===== src/rtl/dts_pkg.sv =====
package dts_pkg;
  localparam int REG_W    = 8;
  localparam int SEL_W    = 6;
  localparam int FLAG_BIT = 7;
  localparam int POS_W    = 3;

  typedef struct packed {
    logic             flag;
    logic [SEL_W-1:0] src;
  } chan_reg_t;

  function automatic logic [REG_W-1:0] pack_reg(chan_reg_t r);
    return {r.flag, 1'b0, r.src};
  endfunction
endpackage


===== src/rtl/dts_edge.sv =====
module dts_edge #(
  parameter int NIRQ = 63
) (
  input  logic            clk,
  input  logic            rst,
  input  logic [NIRQ-1:0] irq_i,
  output logic [NIRQ:0]   rise_o
);
  logic [NIRQ-1:0] irq_q;

  always_ff @(posedge clk) begin
    if (rst) irq_q <= '0;
    else     irq_q <= irq_i;
  end

  // Index 0 is the "no source" slot and never fires.
  assign rise_o = {irq_i & ~irq_q, 1'b0};
endmodule


===== src/rtl/dts_chan.sv =====
module dts_chan
  import dts_pkg::*;
#(
  parameter int NSRC = 64
) (
  input  logic             clk,
  input  logic             rst,
  input  logic [NSRC-1:0]  rise_i,
  input  logic             byte_we_i,
  input  logic             bit_we_i,
  input  logic [REG_W-1:0] wdata_i,
  input  logic             en_i,
  input  logic             init_i,
  input  logic             ack_i,
  input  logic             standby_i,
  output chan_reg_t        reg_o,
  output logic             start_o
);
  chan_reg_t r_q;
  logic      start_q;
  logic      hit, sw_set, sw_clr, flag_nxt;

  assign hit    = rise_i[r_q.src];
  assign sw_set = (byte_we_i & wdata_i[FLAG_BIT]) | (bit_we_i & wdata_i[0]);
  assign sw_clr = (byte_we_i & ~wdata_i[FLAG_BIT]) | (bit_we_i & ~wdata_i[0]);

  always_comb begin
    if (init_i)                flag_nxt = 1'b0;
    else if (hit || sw_set)    flag_nxt = 1'b1;
    else if (ack_i || sw_clr)  flag_nxt = 1'b0;
    else                       flag_nxt = r_q.flag;
  end

  always_ff @(posedge clk) begin
    if (rst) begin
      r_q     <= '0;
      start_q <= 1'b0;
    end else begin
      r_q.flag <= flag_nxt;
      if (byte_we_i) r_q.src <= wdata_i[SEL_W-1:0];
      start_q  <= flag_nxt & en_i & ~standby_i;
    end
  end

  assign reg_o   = r_q;
  assign start_o = start_q;

  a_r4_edge_sets: assert property (@(posedge clk) disable iff (rst)
    (hit && !init_i) |=> r_q.flag);
  a_r7_ack_clears: assert property (@(posedge clk) disable iff (rst)
    (ack_i && !hit && !byte_we_i && !bit_we_i && !init_i) |=> !r_q.flag);
  a_r8_init_clears: assert property (@(posedge clk) disable iff (rst)
    init_i |=> !r_q.flag);
  a_r9_start_needs_en: assert property (@(posedge clk) disable iff (rst)
    start_q |-> ($past(en_i) && r_q.flag));
  a_r10_standby_masks: assert property (@(posedge clk) disable iff (rst)
    start_q |-> !$past(standby_i));
endmodule


===== src/rtl/dma_trig_sel.sv =====
module dma_trig_sel
  import dts_pkg::*;
#(
  parameter int NCH  = 4,
  parameter int NIRQ = 63,
  localparam int CHW  = $clog2(NCH),
  localparam int NSRC = NIRQ + 1
) (
  input  logic             clk,
  input  logic             rst,
  input  logic [NIRQ-1:0]  irq_i,
  input  logic             wr_en_i,
  input  logic             wr_single_i,
  input  logic [CHW-1:0]   wr_ch_i,
  input  logic [POS_W-1:0] wr_pos_i,
  input  logic [REG_W-1:0] wr_data_i,
  input  logic [CHW-1:0]   rd_ch_i,
  output logic [REG_W-1:0] rd_data_o,
  input  logic [NCH-1:0]   en_i,
  input  logic [NCH-1:0]   init_i,
  input  logic [NCH-1:0]   ack_i,
  input  logic             standby_i,
  output logic [NCH-1:0]   start_req_o
);
  logic [NSRC-1:0] rise;
  chan_reg_t       regs [NCH];
  logic [REG_W-1:0] rd_q;

  dts_edge #(.NIRQ(NIRQ)) u_edge (
    .clk(clk), .rst(rst), .irq_i(irq_i), .rise_o(rise)
  );

  for (genvar c = 0; c < NCH; c++) begin : g_ch
    logic hit_ch, byte_we, bit_we;
    assign hit_ch  = wr_en_i && (wr_ch_i == CHW'(c));
    assign byte_we = hit_ch && !wr_single_i;
    assign bit_we  = hit_ch && wr_single_i && (wr_pos_i == POS_W'(FLAG_BIT));

    dts_chan #(.NSRC(NSRC)) u_chan (
      .clk(clk), .rst(rst), .rise_i(rise),
      .byte_we_i(byte_we), .bit_we_i(bit_we), .wdata_i(wr_data_i),
      .en_i(en_i[c]), .init_i(init_i[c]), .ack_i(ack_i[c]),
      .standby_i(standby_i), .reg_o(regs[c]), .start_o(start_req_o[c])
    );

    a_r3_bit_write_keeps_src: assert property (@(posedge clk) disable iff (rst)
      (wr_en_i && wr_single_i) |=> $stable(regs[c].src));
  end

  always_ff @(posedge clk) begin
    if (rst) rd_q <= '0;
    else     rd_q <= pack_reg(regs[rd_ch_i]);
  end
  assign rd_data_o = rd_q;
endmodule


===== config.mk =====
export PLATFORM = sky130hd
export DESIGN_NAME = dma_trig_sel
export DESIGN_NICKNAME = d
export VERILOG_FILES = /design/src/rtl/dts_pkg.sv /design/src/rtl/dts_edge.sv /design/src/rtl/dts_chan.sv /design/src/rtl/dma_trig_sel.sv
export SDC_FILE = /design/constraint.sdc
export NUM_CORES = 1
export LEC_CHECK = 0
export ABC_CLOCK_PERIOD_IN_PS = 2200
export BUFFER_PORTS_ARGS = -buffer_cell sky130_fd_sc_hd__buf_2
export CAP_MARGIN = 40
export CORE_UTILIZATION = 35
export CTS_BUF_LIST = sky130_fd_sc_hd__clkbuf_4 sky130_fd_sc_hd__clkbuf_8 sky130_fd_sc_hd__clkbuf_16
export DETAILED_ROUTE_END_ITERATION = 16
export PLACE_DENSITY_LB_ADDON = 0.2
export SLEW_MARGIN = 20
export SYNTH_ARGS = -nofsm -noshare
export SYNTH_HDL_FRONTEND = slang
export SYNTH_HIERARCHICAL = 1
export SYNTH_SLANG_ARGS = --single-unit

===== constraint.sdc =====
create_clock -name clk -period 2.2 [get_ports clk]
set_input_delay 0.33 -clock clk [delete_from_list [all_inputs] [get_ports clk]]
set_output_delay 0.33 -clock clk [all_outputs]
set_load 0.02 [all_outputs]

Yosys cells after proc, flatten, opt, wreduce, memory -nomap -nowiden
Index checks and enable logic that the tools add are counted.

cells by class
  order comparisons = 5
  eq/ne operators = 4
  mux-type cells = 23
  bitwise logic cells = 38
  reductions and logical operators = 26

operators by type and width
  operator                                                                       count
  63-bit AND                                                                     1
  63-bit NOT                                                                     1
  6-bit by 7-bit less-than comparator with 1-bit output (second input constant)  4
  1-bit AND                                                                      24
  1-bit binary-select mux with 6-bit select                                      4
  1-bit logical AND                                                              16
  1-bit two-way mux                                                              16
  7-bit binary-select mux with 2-bit select                                      1
  7-bit two-way mux                                                              2
  1-bit logical OR                                                               8
  1-bit bitwise OR                                                               8
  2-bit equality test (second input constant)                                    2
  3-bit equality test (second input constant)                                    1
  3-bit >= comparator (second input constant)                                    1
  1-bit NOT                                                                      3
  2-bit NOT with 3-bit output                                                    1
  2-bit by 1-bit equality test with 1-bit output (second input constant)         1
  2-bit zero test                                                                1
  1-bit zero test                                                                1

storage, ports and cells
  flip-flop bits (word level) = 103
  bits of input ports = 95
  output and inout bits = 12
  word-level logic and storage cells = 111

Depth between registers and ports, before layout
  depth in word-level cells = 12
  mapped depth = 8
  gate-level depth less buffers = 7

Modules after synthesis
Netlist, hierarchy kept.

modules (own cells, without submodules)
  module        times used  cells an instance  area an instance (sq um)  seq. area each (sq um)
  dts_chan      4           106                948.4                     160.2
  dts_edge      1           197                2090.8                    1261.2
  dma_trig_sel  1           48                 446.7                     140.1

Least setup slack after synthesis
No wires, ideal clock.

  kind = input -> register
  start point = input wr_ch_i[0]
  end point = register g_ch[2].u_chan.r_q (netlist bit g_ch[2].u_chan/reg_o[6])
  setup time = 0.103 ns
  data arrival time = 1.672 ns
  data required time = 2.097 ns
  setup slack = 0.425 ns
  cell stages on the path = 8
  path buffers = 1
  cell sequence = nand2b_1 > nor2_1 > buf_2 > nor4b_1 > a221o_1 > a31oi_1 > and4b_1 > a2111oi_2

on the way
  elaborated cells on any way between the ends = 16
  classes of those cells = eq/ne (1); mux (3); bitwise (6); reduce/logical (6)

RTL lines
  item                     line                RTL
  from (decl)              dma_trig_sel.sv:14  input logic [CHW-1:0] wr_ch_i,
  2-bit equality test (*)  dma_trig_sel.sv:35  assign hit_ch = wr_en_i && (wr_ch_i == CHW'(c));
  1-bit logical AND (*)    dma_trig_sel.sv:35
  1-bit logical AND (*)    dma_trig_sel.sv:36  assign byte_we = hit_ch && !wr_single_i;
  via g_ch[2].byte_we      dma_trig_sel.sv:34  logic hit_ch, byte_we, bit_we;
  1-bit AND                dts_chan.sv:25      assign sw_clr = (byte_we_i & ~wdata_i[FLAG_BIT]) | (bit_we_i & ~wdata_i[0]);
  1-bit bitwise OR         dts_chan.sv:25
  1-bit logical OR         dts_chan.sv:30      else if (ack_i || sw_clr) flag_nxt = 1'b0;
  1-bit two-way mux        dts_chan.sv:30
  1-bit two-way mux (*)    dts_chan.sv:29      else if (hit || sw_set) flag_nxt = 1'b1;
  1-bit two-way mux (*)    dts_chan.sv:28      if (init_i) flag_nxt = 1'b0;
  to (decl)                dts_chan.sv:19      chan_reg_t r_q;

The timed path passes the listed nets; every way through them passes the cells marked *.
A chain may end at the register's enable or synchronous reset.

Worst setup path in the final report
  start point = register g_ch[3].u_chan.r_q (netlist bit g_ch[3].u_chan/reg_o[0])
  end point = register g_ch[3].u_chan.r_q (netlist bit g_ch[3].u_chan/reg_o[6])

on the way
  cells in the longest elaborated chain, start to end = 5

ends and longest elaborated chain
  item                                       line            RTL
  from (decl)                                dts_chan.sv:19
  1-bit binary-select mux with 6-bit select  dts_chan.sv:23  assign hit = rise_i[r_q.src];
  1-bit two-way mux (implied by the code)    dts_chan.sv:23
  1-bit logical OR                           dts_chan.sv:29
  1-bit two-way mux                          dts_chan.sv:29
  1-bit two-way mux                          dts_chan.sv:28

Every way passes these cells. The select of a mux whose other input is x is not followed.

==> reports/metrics.json <==
{
  "cp-start-kind": {"value": "register"},
  "first_global_vias": {"value": 5338},
  "total_power": {"value": 4.37, "unit": "mW"},
  "arrival": {"value": 2.30, "unit": "ns"},
  "timing.rr.start": {"value": "g_ch[3].u_chan/reg_o[0]$_SDFFE_PP0P_"},
  "setup_tns_final": {"value": 0, "unit": "ns"},
  "drc_errors_left": {"value": 0},
  "area.growth.synth_to_final": {"value": 16.5, "unit": "%"},
  "route.vias.total": {"value": 5349},
  "ant_nets": {"value": 0},
  "worst-r2r-cell-count": {"value": 6},
  "whs": {"value": 0.155, "unit": "ns"},
  "routed_wire_length_per_instance": {"value": 19.8, "unit": "microns"},
  "timing.max_slew.rel_slack": {"value": 64.3, "unit": "%"},
  "viasPerCell": {"value": 5.36},
  "post-dp-hpwl": {"value": 14.8, "unit": "mm"},
  "postRouteWirelength": {"value": 19.8, "unit": "mm"},
  "core-area": {"value": 0.0175, "unit": "sq mm"},
  "setup.worst_path.start": {"value": "g_ch[3].u_chan/reg_o[0]$_SDFFE_PP0P_"},
  "detail_route.iter0.violations": {"value": 380},
  "clk-insertion-delay-late": {"value": 0.35, "unit": "ns"},
  "max-clock-path-buffers": {"value": 2},
  "dpl_cell_area": {"value": 0.00706, "unit": "sq mm"},
  "most_common_cell_after_layout_fill_and_taps_aside": {"value": "sky130_fd_sc_hd__mux2i_1"},
  "die_h": {"value": 136, "unit": "microns"},
  "end_kind": {"value": "register"},
  "syn-num-nets": {"value": 764},
  "netlist_area_pre_place": {"value": 0.00633, "unit": "sq mm"},
  "floorplan.die.width": {"value": 136, "unit": "microns"},
  "yosys_warnings": {"value": 6},
  "fmax": {"value": 0.489, "unit": "GHz"},
  "timing_max_transition_violations_final": {"value": 0},
  "start_util": {"value": 36.2, "unit": "%"},
  "ys_ff_latch": {"value": 102},
  "sequential_share_of_power": {"value": 45.0, "unit": "%"},
  "fin_crit_sh": {"value": 93.0, "unit": "%"},
  "internal_power": {"value": 3.15, "unit": "mW"},
  "netlist.area_leader.share": {"value": 32.3, "unit": "%"},
  "postSynthCellCount": {"value": 669},
  "ir_drop": {"value": 410, "unit": "uV"},
  "synth.yosys.seq_area_share": {"value": 32.3, "unit": "%"},
  "finalHoldViolCount": {"value": 0},
  "count_of_port_buffers_added_during_placement": {"value": 104},
  "syn_area_per_cell": {"value": 9.46, "unit": "sq um"},
  "max_cap_viol_count": {"value": 0},
  "cellPowerDensity": {"value": 592, "unit": "mW/mm^2"},
  "gr-usage-all-layers": {"value": 22.1, "unit": "%"},
  "overflow": {"value": 0},
  "cts_num_sinks": {"value": 102},
  "ys_top_cells_by_area": {"value": "sky130_fd_sc_hd__dfxtp_1 32%, sky130_fd_sc_hd__mux2i_1 23%, sky130_fd_sc_hd__nor2b_1 13%"},
  "timing.critical_path.required": {"value": 2.45, "unit": "ns"},
  "rr_endpoint": {"value": "g_ch[3].u_chan/reg_o[6]$_SDFF_PP0_"},
  "layout.cell_area.non_filler": {"value": 0.00738, "unit": "sq mm"},
  "worstPathMaxFanout": {"value": 9},
  "critPathKind": {"value": "register to register"},
  "timing.critical_path.to": {"value": "g_ch[3].u_chan/reg_o[6]$_SDFF_PP0_"},
  "grt_antenna_before_repair": {"value": 1},
  "placement_rows": {"value": 48},
  "timing_worst_slew_pin_value": {"value": 0.535, "unit": "ns"},
  "grt_pass1_wl": {"value": 30.4, "unit": "mm"},
  "maximum_number_of_pins_on_one_net_before_global_route_repair": {"value": 85},
  "synth_cell_types": {"value": 36},
  "netlist.top_cell.by_area": {"value": "sky130_fd_sc_hd__dfxtp_1"},
  "clk_transition_reported_paths": {"value": 0.08, "unit": "ns"},
  "detailedRoute.firstPassIterationCount": {"value": 5},
  "dieArea": {"value": 0.0186, "unit": "sq mm"},
  "post-cts-setup-buffer-count": {"value": 0},
  "switching_power": {"value": 1.21, "unit": "mW"},
  "finalWorstPathRequiredPeriod": {"value": 2.05, "unit": "ns"},
  "hold_path_class": {"value": "input port to register"},
  "switching_share": {"value": 27.8, "unit": "%"},
  "leading_cell_types_in_the_layout_fill_and_taps_excluded": {"value": "146 x sky130_fd_sc_hd__mux2i_1, 130 x sky130_fd_sc_hd__nor2b_1, 104 x sky130_fd_sc_hd__buf_2, 101 x sky130_fd_sc_hd__dfxtp_1, 41 x sky130_fd_sc_hd__nand2_1"},
  "postLayoutCoreUtil": {"value": 42.2, "unit": "%"},
  "layout_net_count": {"value": 862},
  "result_of_the_run": {"value": "complete, no violations"},
  "combinationalPowerShare": {"value": 16.4, "unit": "%"},
  "leakage": {"value": 2.68, "unit": "nW"},
  "layout-drive-gt1-share": {"value": 22.2, "unit": "%"},
  "gpl.final_weighted_congestion": {"value": 0.948},
  "clock_skew": {"value": 0.00850, "unit": "ns"},
  "clock-root-buffer": {"value": "sky130_fd_sc_hd__clkbuf_16"},
  "setup.reg_to_reg.worst_slack": {"value": 0.15, "unit": "ns"},
  "i_o_pin_total": {"value": 107},
  "cts_tree": {"value": "done"},
  "clock_power_share": {"value": 38.7, "unit": "%"},
  "cts.htree.levels": {"value": 3},
  "rsz_0062_raised_after_global_routing": {"value": "no"},
  "cts_inserted_buffers": {"value": 9},
  "count_of_final_setup_violators": {"value": 0}
}
## metrics by stage
| step | instances | worst slack [ns] |
|---|---|---|
| 4_1_cts | 997 | 0.164 |
| 6_report | 998 | 0.154 |
| 3_5_place_dp | 981 | 0.130 |
| 2_1_floorplan | 669 | 0.425 |
| 5_1_grt | 998 | 0.0306 |
| 3_3_place_gp | 981 | 0.174 |
## kinds of logic after synthesis
| kind of cell | count (synthesis) | share of synthesized area, % |
|---|---|---|
| compound gates | 59 | 6.86 |
| buf+inv | 44 | 5.28 |
| simple gates | 304 | 27.7 |
| other cells | 2 | 0.119 |
| flops | 102 | 32.3 |
| mux | 158 | 27.8 |
## cell usage after synthesis
master                        n
sky130_fd_sc_hd__nor2b_1    130
sky130_fd_sc_hd__or2_1        1
sky130_fd_sc_hd__mux4_2       4
sky130_fd_sc_hd__nand2b_1    15
sky130_fd_sc_hd__nor2_1      34
sky130_fd_sc_hd__and4_1       4
sky130_fd_sc_hd__o22ai_1      7
sky130_fd_sc_hd__inv_1        1
sky130_fd_sc_hd__buf_4        6
sky130_fd_sc_hd__and2_1       4
sky130_fd_sc_hd__nor4b_1      4
sky130_fd_sc_hd__clkbuf_4     4
sky130_fd_sc_hd__a22oi_1      8
sky130_fd_sc_hd__a21oi_1     20
sky130_fd_sc_hd__and4b_1      4
sky130_fd_sc_hd__a221o_1      4
sky130_fd_sc_hd__dfxtp_1    102
sky130_fd_sc_hd__nand4_1     21
sky130_fd_sc_hd__nor2b_4      4
sky130_fd_sc_hd__nand3_1     24
sky130_fd_sc_hd__buf_2       14
sky130_fd_sc_hd__nor2_2       4
sky130_fd_sc_hd__mux2i_1    146
sky130_fd_sc_hd__nor3_1      10
sky130_fd_sc_hd__buf_6       13
sky130_fd_sc_hd__a211oi_1     4
sky130_fd_sc_hd__conb_1       2
sky130_fd_sc_hd__a2111oi_2    4
sky130_fd_sc_hd__a31oi_1      8
sky130_fd_sc_hd__mux4_1       8
sky130_fd_sc_hd__buf_1        4
sky130_fd_sc_hd__nand2_1     41
sky130_fd_sc_hd__buf_12       1
sky130_fd_sc_hd__a22oi_2      4
sky130_fd_sc_hd__or4b_2       4
sky130_fd_sc_hd__clkbuf_1     1
## area by class of cell
cell class	count	area [sq um]
tap	225	282
timing repair buffer	130	778
inverter	1	3.75
antenna	1	2.50
sequential	102	2040
clock inverter	7	86.3
fill	1744	10100
clock buffer	9	225
multi-input combinational	523	3960
## critical path, stage by stage (launching register included)
cell and delay (ns):
sky130_fd_sc_hd__dfxtp_1 0.59, sky130_fd_sc_hd__nor2b_1 0.21, sky130_fd_sc_hd__buf_4 0.20, sky130_fd_sc_hd__a22oi_1 0.17, sky130_fd_sc_hd__nand4_1 0.17, sky130_fd_sc_hd__and4_1 0.30
sky130_fd_sc_hd__a2111oi_2 0.30
## worst min path at each step
stage | start | slack, ns | depth (start not counted) | endpoint
floorplan | init_i[0] | 0.40 | 1 | g_ch[0].u_chan/reg_o[6]$_SDFF_PP0_
global placement | init_i[2] | 0.52 | 2 | g_ch[2].u_chan/reg_o[6]$_SDFF_PP0_
detailed placement | init_i[0] | 0.53 | 2 | g_ch[0].u_chan/reg_o[6]$_SDFF_PP0_
CTS | init_i[0] | 0.14 | 2 | g_ch[0].u_chan/reg_o[6]$_SDFF_PP0_
global route | init_i[2] | 0.14 | 2 | g_ch[2].u_chan/reg_o[6]$_SDFF_PP0_
finish | init_i[2] | 0.15 | 2 | g_ch[2].u_chan/reg_o[6]$_SDFF_PP0_
## timing repair
action	4_1_cts	5_1_grt
endpoints found under the setup margin	0	2
resized for setup	0	1
hold buffers	0	0
## layer usage
layer	GRT usage, %	vias up	wire length (microns)
met5	0	-	0
met4	8.09	0	490
met3	3.93	30	1130
met2	35.3	182	8870
met1	29.7	2554	9290
li1	-	2583	-
## state kept, by name (all words and copies together), names as in the netlist
name,flops
g_ch.u_chan/start_o,4
g_ch.u_chan/reg_o,28
rd_data_o,7
u_edge/irq_q,63
## power groups by stage
stage	combinational [mW]	clock, mW	sequential [mW]
floorplan	0.461	0	2.00
global placement	0.695	0	2.00
detailed placement	0.708	0	2.01
CTS	0.711	1.73	1.96
global route	0.778	1.81	1.97
finish	0.714	1.69	1.96
Power figures use the tool's default switching activity.
